===== config.mk =====
export PLATFORM = sky130hd
export DESIGN_NAME = scr_word_splitter
export DESIGN_NICKNAME = d
export VERILOG_FILES = /design/src/rtl/scr_split_pkg.sv /design/src/rtl/scr_split_lfsr.sv /design/src/rtl/scr_split_wordsel.sv /design/src/rtl/scr_split_seq.sv /design/src/rtl/scr_word_splitter.sv
export SDC_FILE = /design/constraint.sdc
export NUM_CORES = 1
export LEC_CHECK = 0
export BUFFER_PORTS_ARGS = -buffer_cell sky130_fd_sc_hd__buf_2
export CAP_MARGIN = 5
export CELL_PAD_IN_SITES_DETAIL_PLACEMENT = 0
export CELL_PAD_IN_SITES_GLOBAL_PLACEMENT = 1
export CORE_UTILIZATION = 40
export DETAILED_ROUTE_END_ITERATION = 6
export HOLD_SLACK_MARGIN = 0.06
export PLACE_DENSITY_LB_ADDON = 0.3
export SYNTH_ARGS = -nofsm -noshare
export SYNTH_HDL_FRONTEND = slang
export SYNTH_SLANG_ARGS = --single-unit

===== constraint.sdc =====
create_clock -name clk -period 1.4 [get_ports clk]
set_input_delay 0.28 -clock clk [delete_from_list [all_inputs] [get_ports clk]]
set_output_delay 0.28 -clock clk [all_outputs]
set_load 0.05 [all_outputs]

===== src/rtl/scr_split_pkg.sv =====
package scr_split_pkg;

    localparam int BLK_W   = 64;
    localparam int HDR_W   = 2;
    localparam int SCR_W   = 58;
    localparam int TAP_LO  = 38;
    localparam int TAP_HI  = 57;

    typedef logic [BLK_W-1:0] blk_t;
    typedef logic [HDR_W-1:0] hdr_t;
    typedef logic [SCR_W-1:0] scr_t;

endpackage


===== src/rtl/scr_split_lfsr.sv =====
// Self-synchronous scrambler over a whole block in one cycle, bit 0 first.
module scr_split_lfsr #(
    parameter int DATA_W  = 64,
    parameter int STATE_W = 58,
    parameter int TAP_A   = 38,
    parameter int TAP_B   = 57
) (
    input  logic [STATE_W-1:0] state_i,
    input  logic [DATA_W-1:0]  data_i,
    output logic [DATA_W-1:0]  data_o,
    output logic [STATE_W-1:0] state_o
);

    logic [STATE_W-1:0] walk;
    logic               fb;

    always_comb begin
        walk   = state_i;
        data_o = '0;
        fb     = 1'b0;
        for (int i = 0; i < DATA_W; i++) begin
            fb        = data_i[i] ^ walk[TAP_A] ^ walk[TAP_B];
            data_o[i] = fb;
            walk      = {walk[STATE_W-2:0], fb};
        end
        state_o = walk;
    end

endmodule


===== src/rtl/scr_split_wordsel.sv =====
// Picks one word out of the block and optionally mirrors it.
module scr_split_wordsel #(
    parameter int BLK_W  = 64,
    parameter int WORD_W = 16,
    parameter int IDX_W  = 2
) (
    input  logic [BLK_W-1:0]  blk_i,
    input  logic [IDX_W-1:0]  idx_i,
    input  logic              rev_i,
    output logic [WORD_W-1:0] word_o
);

    localparam int NWORDS = BLK_W / WORD_W;

    logic [WORD_W-1:0] raw;
    logic [WORD_W-1:0] mirrored;

    generate
        if (NWORDS == 1) begin : g_single
            assign raw = blk_i;
            logic unused_idx;
            assign unused_idx = ^idx_i;
        end else begin : g_multi
            logic [WORD_W-1:0] slices [NWORDS];
            for (genvar s = 0; s < NWORDS; s++) begin : g_slice
                assign slices[s] = blk_i[s*WORD_W +: WORD_W];
            end
            assign raw = slices[idx_i];
        end
    endgenerate

    generate
        for (genvar b = 0; b < WORD_W; b++) begin : g_mirror
            assign mirrored[b] = raw[WORD_W-1-b];
        end
    endgenerate

    assign word_o = rev_i ? mirrored : raw;

endmodule


===== src/rtl/scr_split_seq.sv =====
// Run sequencer: decides which word loads next and when upstream may hand over.
module scr_split_seq #(
    parameter int NWORDS = 4,
    parameter int IDX_W  = 2
) (
    input  logic             pend_i,
    input  logic [IDX_W-1:0] idx_i,
    input  logic             in_valid_i,
    output logic             ready_o,
    output logic             accept_o,
    output logic             load_o,
    output logic             first_o,
    output logic [IDX_W-1:0] sel_o,
    output logic             pend_o,
    output logic [IDX_W-1:0] idx_o
);

    localparam logic [IDX_W-1:0] LAST_IDX = IDX_W'(NWORDS - 1);

    always_comb begin
        ready_o  = !pend_i;
        accept_o = in_valid_i && !pend_i;
        load_o   = 1'b0;
        first_o  = 1'b0;
        sel_o    = '0;
        pend_o   = pend_i;
        idx_o    = idx_i;
        if (accept_o) begin
            load_o  = 1'b1;
            first_o = 1'b1;
            if (NWORDS > 1) begin
                pend_o = 1'b1;
                idx_o  = IDX_W'(1);
            end else begin
                pend_o = 1'b0;
                idx_o  = '0;
            end
        end else if (pend_i) begin
            load_o = 1'b1;
            sel_o  = idx_i;
            if (idx_i == LAST_IDX) begin
                pend_o = 1'b0;
                idx_o  = '0;
            end else begin
                idx_o = idx_i + IDX_W'(1);
            end
        end
    end

endmodule


===== src/rtl/scr_word_splitter.sv =====
module scr_word_splitter #(
    parameter int WORD_W = 16
) (
    input  logic              clk,
    input  logic              rst,
    input  logic              in_valid,
    output logic              in_ready,
    input  logic [1:0]        in_hdr,
    input  logic [63:0]       in_payload,
    input  logic              rev_en,
    output logic [WORD_W-1:0] out_data,
    output logic              out_data_valid,
    output logic [1:0]        out_hdr,
    output logic              out_hdr_valid
);

    import scr_split_pkg::*;

    localparam int NWORDS = BLK_W / WORD_W;
    localparam int IDX_W  = (NWORDS > 1) ? $clog2(NWORDS) : 1;

    typedef struct packed {
        blk_t              blk;
        scr_t              scr;
        logic              pend;
        logic [IDX_W-1:0]  idx;
        logic [WORD_W-1:0] data;
        logic              dv;
        hdr_t              hdr;
        logic              hv;
    } state_t;

    state_t st_d, st_q;

    blk_t              scr_blk;
    scr_t              scr_next;
    blk_t              sel_blk;
    logic [WORD_W-1:0] sel_word;
    logic              accept, load, first;
    logic [IDX_W-1:0]  sel_idx, idx_next;
    logic              pend_next;

    scr_split_lfsr #(
        .DATA_W (BLK_W),
        .STATE_W(SCR_W),
        .TAP_A  (TAP_LO),
        .TAP_B  (TAP_HI)
    ) u_lfsr (
        .state_i(st_q.scr),
        .data_i (in_payload),
        .data_o (scr_blk),
        .state_o(scr_next)
    );

    scr_split_seq #(
        .NWORDS(NWORDS),
        .IDX_W (IDX_W)
    ) u_seq (
        .pend_i    (st_q.pend),
        .idx_i     (st_q.idx),
        .in_valid_i(in_valid),
        .ready_o   (in_ready),
        .accept_o  (accept),
        .load_o    (load),
        .first_o   (first),
        .sel_o     (sel_idx),
        .pend_o    (pend_next),
        .idx_o     (idx_next)
    );

    assign sel_blk = accept ? scr_blk : st_q.blk;

    scr_split_wordsel #(
        .BLK_W (BLK_W),
        .WORD_W(WORD_W),
        .IDX_W (IDX_W)
    ) u_sel (
        .blk_i (sel_blk),
        .idx_i (sel_idx),
        .rev_i (rev_en),
        .word_o(sel_word)
    );

    always_comb begin
        st_d      = st_q;
        st_d.pend = pend_next;
        st_d.idx  = idx_next;
        if (accept) begin
            st_d.blk = scr_blk;
            st_d.scr = scr_next;
        end
        if (load) begin
            st_d.data = sel_word;
            st_d.dv   = 1'b1;
            st_d.hv   = first;
            if (first) begin
                st_d.hdr = rev_en ? {in_hdr[0], in_hdr[1]} : in_hdr;
            end else begin
                st_d.hdr = '0;
            end
        end else begin
            st_d.data = '0;
            st_d.dv   = 1'b0;
            st_d.hv   = 1'b0;
            st_d.hdr  = '0;
        end
    end

    always_ff @(posedge clk) begin
        if (rst) begin
            st_q      <= '0;
            st_q.scr  <= '1;
        end else begin
            st_q <= st_d;
        end
    end

    assign out_data       = st_q.data;
    assign out_data_valid = st_q.dv;
    assign out_hdr        = st_q.hdr;
    assign out_hdr_valid  = st_q.hv;

endmodule


# Word-level counts from Yosys, hierarchy flattened

Cells that the tools add are included.

ROM bits: 0
Bits in writable memories: 0
Register bits after elaboration: 145
Word-level logic and storage cells: 168
Latch bits: 0
Input port bits: 70
Output and inout bits: 21
Memories kept: 0

Div/mod/pow operators: 0
Reductions and logical operators: 6
$add $sub $neg: 1
Order comparisons: 1
Multipliers: 0
Multiplexer cells: 19
Bitwise operators: 131
Eq/ne operators: 1
Shift operators: 0

Operator list:

| cell                | number |
|---|---|
| $xor 1x1->1         | 128 |
| $mux 64             | 1 |
| $mux 16             | 3 |
| $bmux 16 s2         | 1 |
| $mux 2              | 5 |
| $mux 1              | 8 |
| $mux 4              | 1 |
| $reduce_or 2->1     | 2 |
| $ge 3x3->1 const B  | 1 |
| $not 2->3           | 1 |
| $reduce_or 3->1     | 1 |
| $add 2x1->2 const B | 1 |
| $eq 2x2->1 const B  | 1 |
| $not 1->1           | 2 |
| $reduce_bool 2->1   | 1 |
| $logic_and 1x1->1   | 1 |
| $logic_not 1->1     | 1 |

# Depth between registers and ports, before layout

Depth after elaboration: 9
Depth in mapped cells: 7
Gate-level depth less buffers: 5

# Modules after synthesis

From an unflattened synthesis, not the netlist that was laid out.

Cells, all modules: 716
Area total of the unflattened synthesis: 8336.7 µm²

Modules (own cells, without submodules):

| module            | seq. area each (µm²) | instances | cells an instance | area an instance (µm²) |
|---|---|---|---|---|
| scr_word_splitter | 2902.8               | 1         | 468               | 5427.7 |
| scr_split_lfsr    | 0.0                  | 1         | 181               | 1908.1 |
| scr_split_wordsel | 0.0                  | 1         | 56                | 924.6 |
| scr_split_seq     | 0.0                  | 1         | 11                | 76.3 |

# Worst setup path after synthesis

Ideal clock, no wire load.

Kind: register -> register
Start: register st_q[53] (netlist name)
End: register st_q (netlist bit out_data[8])
Data required time: 1.305 ns
Setup slack: -0.157 ns
Setup time: 0.095 ns
Path buffers: 0
Clock period less this slack: 1.557 ns
Stages on the path, launching flop included: 6
Arrival: 1.462 ns
Cell sequence: dfxtp_1 > xnor3_1 > mux2_4 > a21oi_4 > nor2_1 > a221oi_1

Longest elaborated chain between the ends: 7

Ends and longest elaborated chain:

| item                                       | line                     | RTL |
|---|---|---|
| from (decl)                                | scr_word_splitter.sv:33  | `state_t st_d, st_q;` |
| from (signal assigned)                     | scr_word_splitter.sv:114 | `st_q <= st_d;` |
| $xor 1x1->1 (2 in a row)                   | scr_split_lfsr.sv:22     | `fb = data_i[i] ^ walk[TAP_A] ^ walk[TAP_B];` |
| $mux 64                                    | scr_word_splitter.sv:71  | `assign sel_blk = accept ? scr_blk : st_q.blk;` |
| $bmux 16 s2                                | scr_split_wordsel.sv:28  | `assign raw = slices[idx_i];` |
| $mux 16 (not written as such) (2 in a row) | scr_split_wordsel.sv:28  |  |
| $mux 16                                    | scr_split_wordsel.sv:38  | `assign word_o = rev_i ? mirrored : raw;` |

Every way passes these cells. The select of a mux whose other input is x is not followed.
A chain may end at the register's enable or synchronous reset.

# Worst setup path after layout

Start: register st_q[61] (netlist name)
End: register st_q (netlist bit out_data[7])

Longest elaborated chain between the ends: 9

Ends and longest elaborated chain:

| item                                       | line |
|---|---|
| $xor 1x1->1 (4 in a row)                   | scr_split_lfsr.sv:22 |
| $mux 64                                    | scr_word_splitter.sv:71 |
| $bmux 16 s2                                | scr_split_wordsel.sv:28 |
| $mux 16 (not written as such) (2 in a row) | scr_split_wordsel.sv:28 |
| $mux 16                                    | scr_split_wordsel.sv:38 |

Every way passes these cells. The select of a mux whose other input is x is not followed.

==> impl_metrics.toml <==
[setup_path]
path_depth = 5
slowest_stage = "xnor3_2"
reg2regPathDepth = 5
cp.arrival_ns = 2.07
cp_top_family = "compound AO/OA/AOI/OAI gates"
worstPathRequired_ns = 1.72
path_cells = "xnor3_2 -> xnor2_2 -> o21ai_2 -> a31oi_4 -> a221oi_2"
cp-end-kind = "flip-flop"
path_class = "reg2reg"
cp_max_fo = 2
worst-path-buf-inv = 0
reg2reg_from = "st_q[61]"
cp-startpoint = "st_q[61]"
slowest_delay_ns = 0.46
startpoint_type = "flip-flop"

[min_path]
hold_class = "in2reg"
hold_depth = 3
min-delay-start = "rst"

[job]
drv_cap = 0

[route]
drtPass1Iterations = 5
drt-initial-drc-count = 457
antenna_left = 0
wl_mm = 25.4
drc = 0
vias = 6563
wl_per_cell_um = 20.8
routed_via_density = 5.38

[power_and_ir_drop]
switching_share_pct = 32.5
p_seq_share_pct = 33.8
clockPowerShare_pct = 30.8
netSwitchingPower_uw = 4800
worst_ir_drop_vdd_mv = 1.06
p_int_uw = 9980
leakagePower_uw = 0.00473
powerDensity_nw_per_um2 = 1350
comb_power_share_pct = 35.4
power_uw = 14800

[sta]
drv_slew = 0
hold_viol_final = 0
slew_headroom_pct = 62.2
setup_viol = 80
skew_ns = 0.0126
fmax_ghz = 0.571
finalCritPeriodShare_pct = 125
fin_ws_ns = -0.353
rsz0062_at_grt = "true"
period_needed_ns = 1.75
tightest_slew_ns = 0.567

[cts]
clockBufferDepth = 2
clkTransAtPathRegs_ns = 0.06
clock_latency_ns = 0.43
htreeDepth = 4
root_buffer = "clkbuf_16"
cts_tree = "built"
cts.sinks = 145
numCtsBuffers = 17

[final_layout]
diodes = 0
seqCellArea_um2 = 2950
instances_no_fill = 1221
fill_cells = 1338
final_net_count = 1060
syn_to_final_growth_pct = 56.6
drive_above_1_share_pct = 50.3
multi_input_area_um2 = 4690

[yosys]
synth_area_per_cell_um2 = 9.07
syn_area_um2 = 6990
ys_types = 42
yosys.area.top_type = "dfxtp_1"
ys_dominant_reg_cell = "dfxtp_1"
synth_common_cells = "dfxtp_1 (145), nor2_1 (106), a21oi_1 (103)"
synth-edff-count = 0
synth-seq-cells = 145
synth.top_cell.area_share_pct = 41.5
syn_nets = 842
synthTopCellsByArea = "dfxtp_1 (42%), xnor3_1 (7.7%), a21oi_1 (7.4%)"
syn_inst = 771
synth_seq_area_share_pct = 41.5
ys_async_sr_fraction_pct = 0
yosysMostFrequentCell = "dfxtp_1"
synth_warnings = 0

[placement]
port_buffers = 90
gp_congestion = 0.844
placed_cells = 1136
dp_hpwl_mm = 17.3

[run_status]
outcome = "complete, but fails checks"
violations = "setup timing"

[floorplan]
core-area_um2 = 16800
io_pins = 91
initial_core_util_pct = 41.6
die_h_um = 134
num_rows = 47
die_w_um = 134
fp.dieArea_um2 = 18000

[grt]
grt_pass1_vias = 6449
grt_max_degree = 36
grt_pass1_wl_mm = 37.7
antenna_found_initial = 0
track_usage_pct = 28.4
grt_overflow = 0
==> metal layers <==
layer | wire (um) | vias to the layer above | global-route usage, %
li1 | - | 3046 | -
met4 | 569 | 0 | 8.80
met2 | 12400 | 262 | 47.3
met5 | 0 | - | 0
met1 | 10800 | 3211 | 37.3
met3 | 1610 | 44 | 5.33
==> kinds of logic after synthesis <==
family	count (synthesis)	share of synthesized area, %
mux	17	2.86
xor+xnor	112	19.0
simple gates	185	11.0
buf+inv	90	6.21
flops	145	41.5
compound gates	221	19.2
fa+ha+maj	1	0.179
==> sequential cells by signal, summed over array words and instances (netlist names) <==
name,cells
out_hdr,2
out_data,16
st_q,125
out_data_valid,1
out_hdr_valid,1
==> cells in the final DEF, fill, tap and decap left out, drive strengths merged, types with 4 or more instances in the layout <==
master / instances
buf: 268
dfxtp: 145
nor2: 106
a21oi: 105
xnor2: 54
nand2: 53
o21ai: 47
xor2: 34
a211o: 32
xnor3: 24
clkbuf: 23
inv: 17
mux2: 15
o31ai: 15
o211ai: 9
nor2b: 9
a21boi: 7
nor4b: 6
clkinv: 6
clkinvlp: 4
==> final timing paths <==
| path | to | slack (ns) |
|---|---|---|
| setup / recovery | out_data[7] | -0.35 |
| setup reg to reg | out_data[7] | -0.35 |
| hold / removal | out_data_valid | 0.21 |
| hold reg to reg | st_q[98] | 0.46 |
==> power groups by stage <==
stage	logic, uW	registers (uW)	clock network, uW
4_1_cts	4680	4940	4580
5_1_grt	5500	5020	4800
6_report	5230	4990	4560
2_1_floorplan	2310	4920	0
3_3_place_gp	3770	4980	0
3_5_place_dp	3830	4990	0
==> tightest hold or removal path, cell delays in order <==
cell   delay [ns]
buf_4        0.10
or2_1        0.14
inv_2        0.06
==> through the flow <==
| stage | hold WS, ns | utilization [%] | instance area [um^2] | setup slack, ns | setup TNS (ns) |
|---|---|---|---|---|---|
| 3_3_place_gp | 0.445 | 51.1 | 8600 | -0.501 | -15.85 |
| 5_1_grt | 0.234 | 65.1 | 10900 | -0.368 | -11.79 |
| 2_1_floorplan | 0.420 | - | 7130 | -0.0707 | -0.907 |
| 3_5_place_dp | 0.452 | 51.1 | 8600 | -0.522 | -17.53 |
| 4_1_cts | 0.183 | 61.5 | 10300 | -0.335 | -7.19 |
| 6_report | 0.214 | 65.1 | 10900 | -0.353 | -8.68 |
==> repair_timing <==
item,4_1_cts,5_1_grt
buffers inserted,37,22
hold buffers,0,0
hold endpoints to repair,0,0
setup endpoints to repair,77,99
pin swaps,92,93
gates resized for setup,209,139
gates cloned,5,3
==> cell type report <==
| type | count | area share (%) |
|---|---|---|
| tap | 220 | 2.51 |
| sequential | 145 | 26.9 |
| inverter | 18 | 0.651 |
| multi-input combinational | 536 | 42.8 |
| timing repair buffer | 271 | 21.8 |
| clock buffer | 20 | 4.26 |
| clock inverter | 11 | 1.03 |
Note: power is estimated with default switching activity, not from simulation.
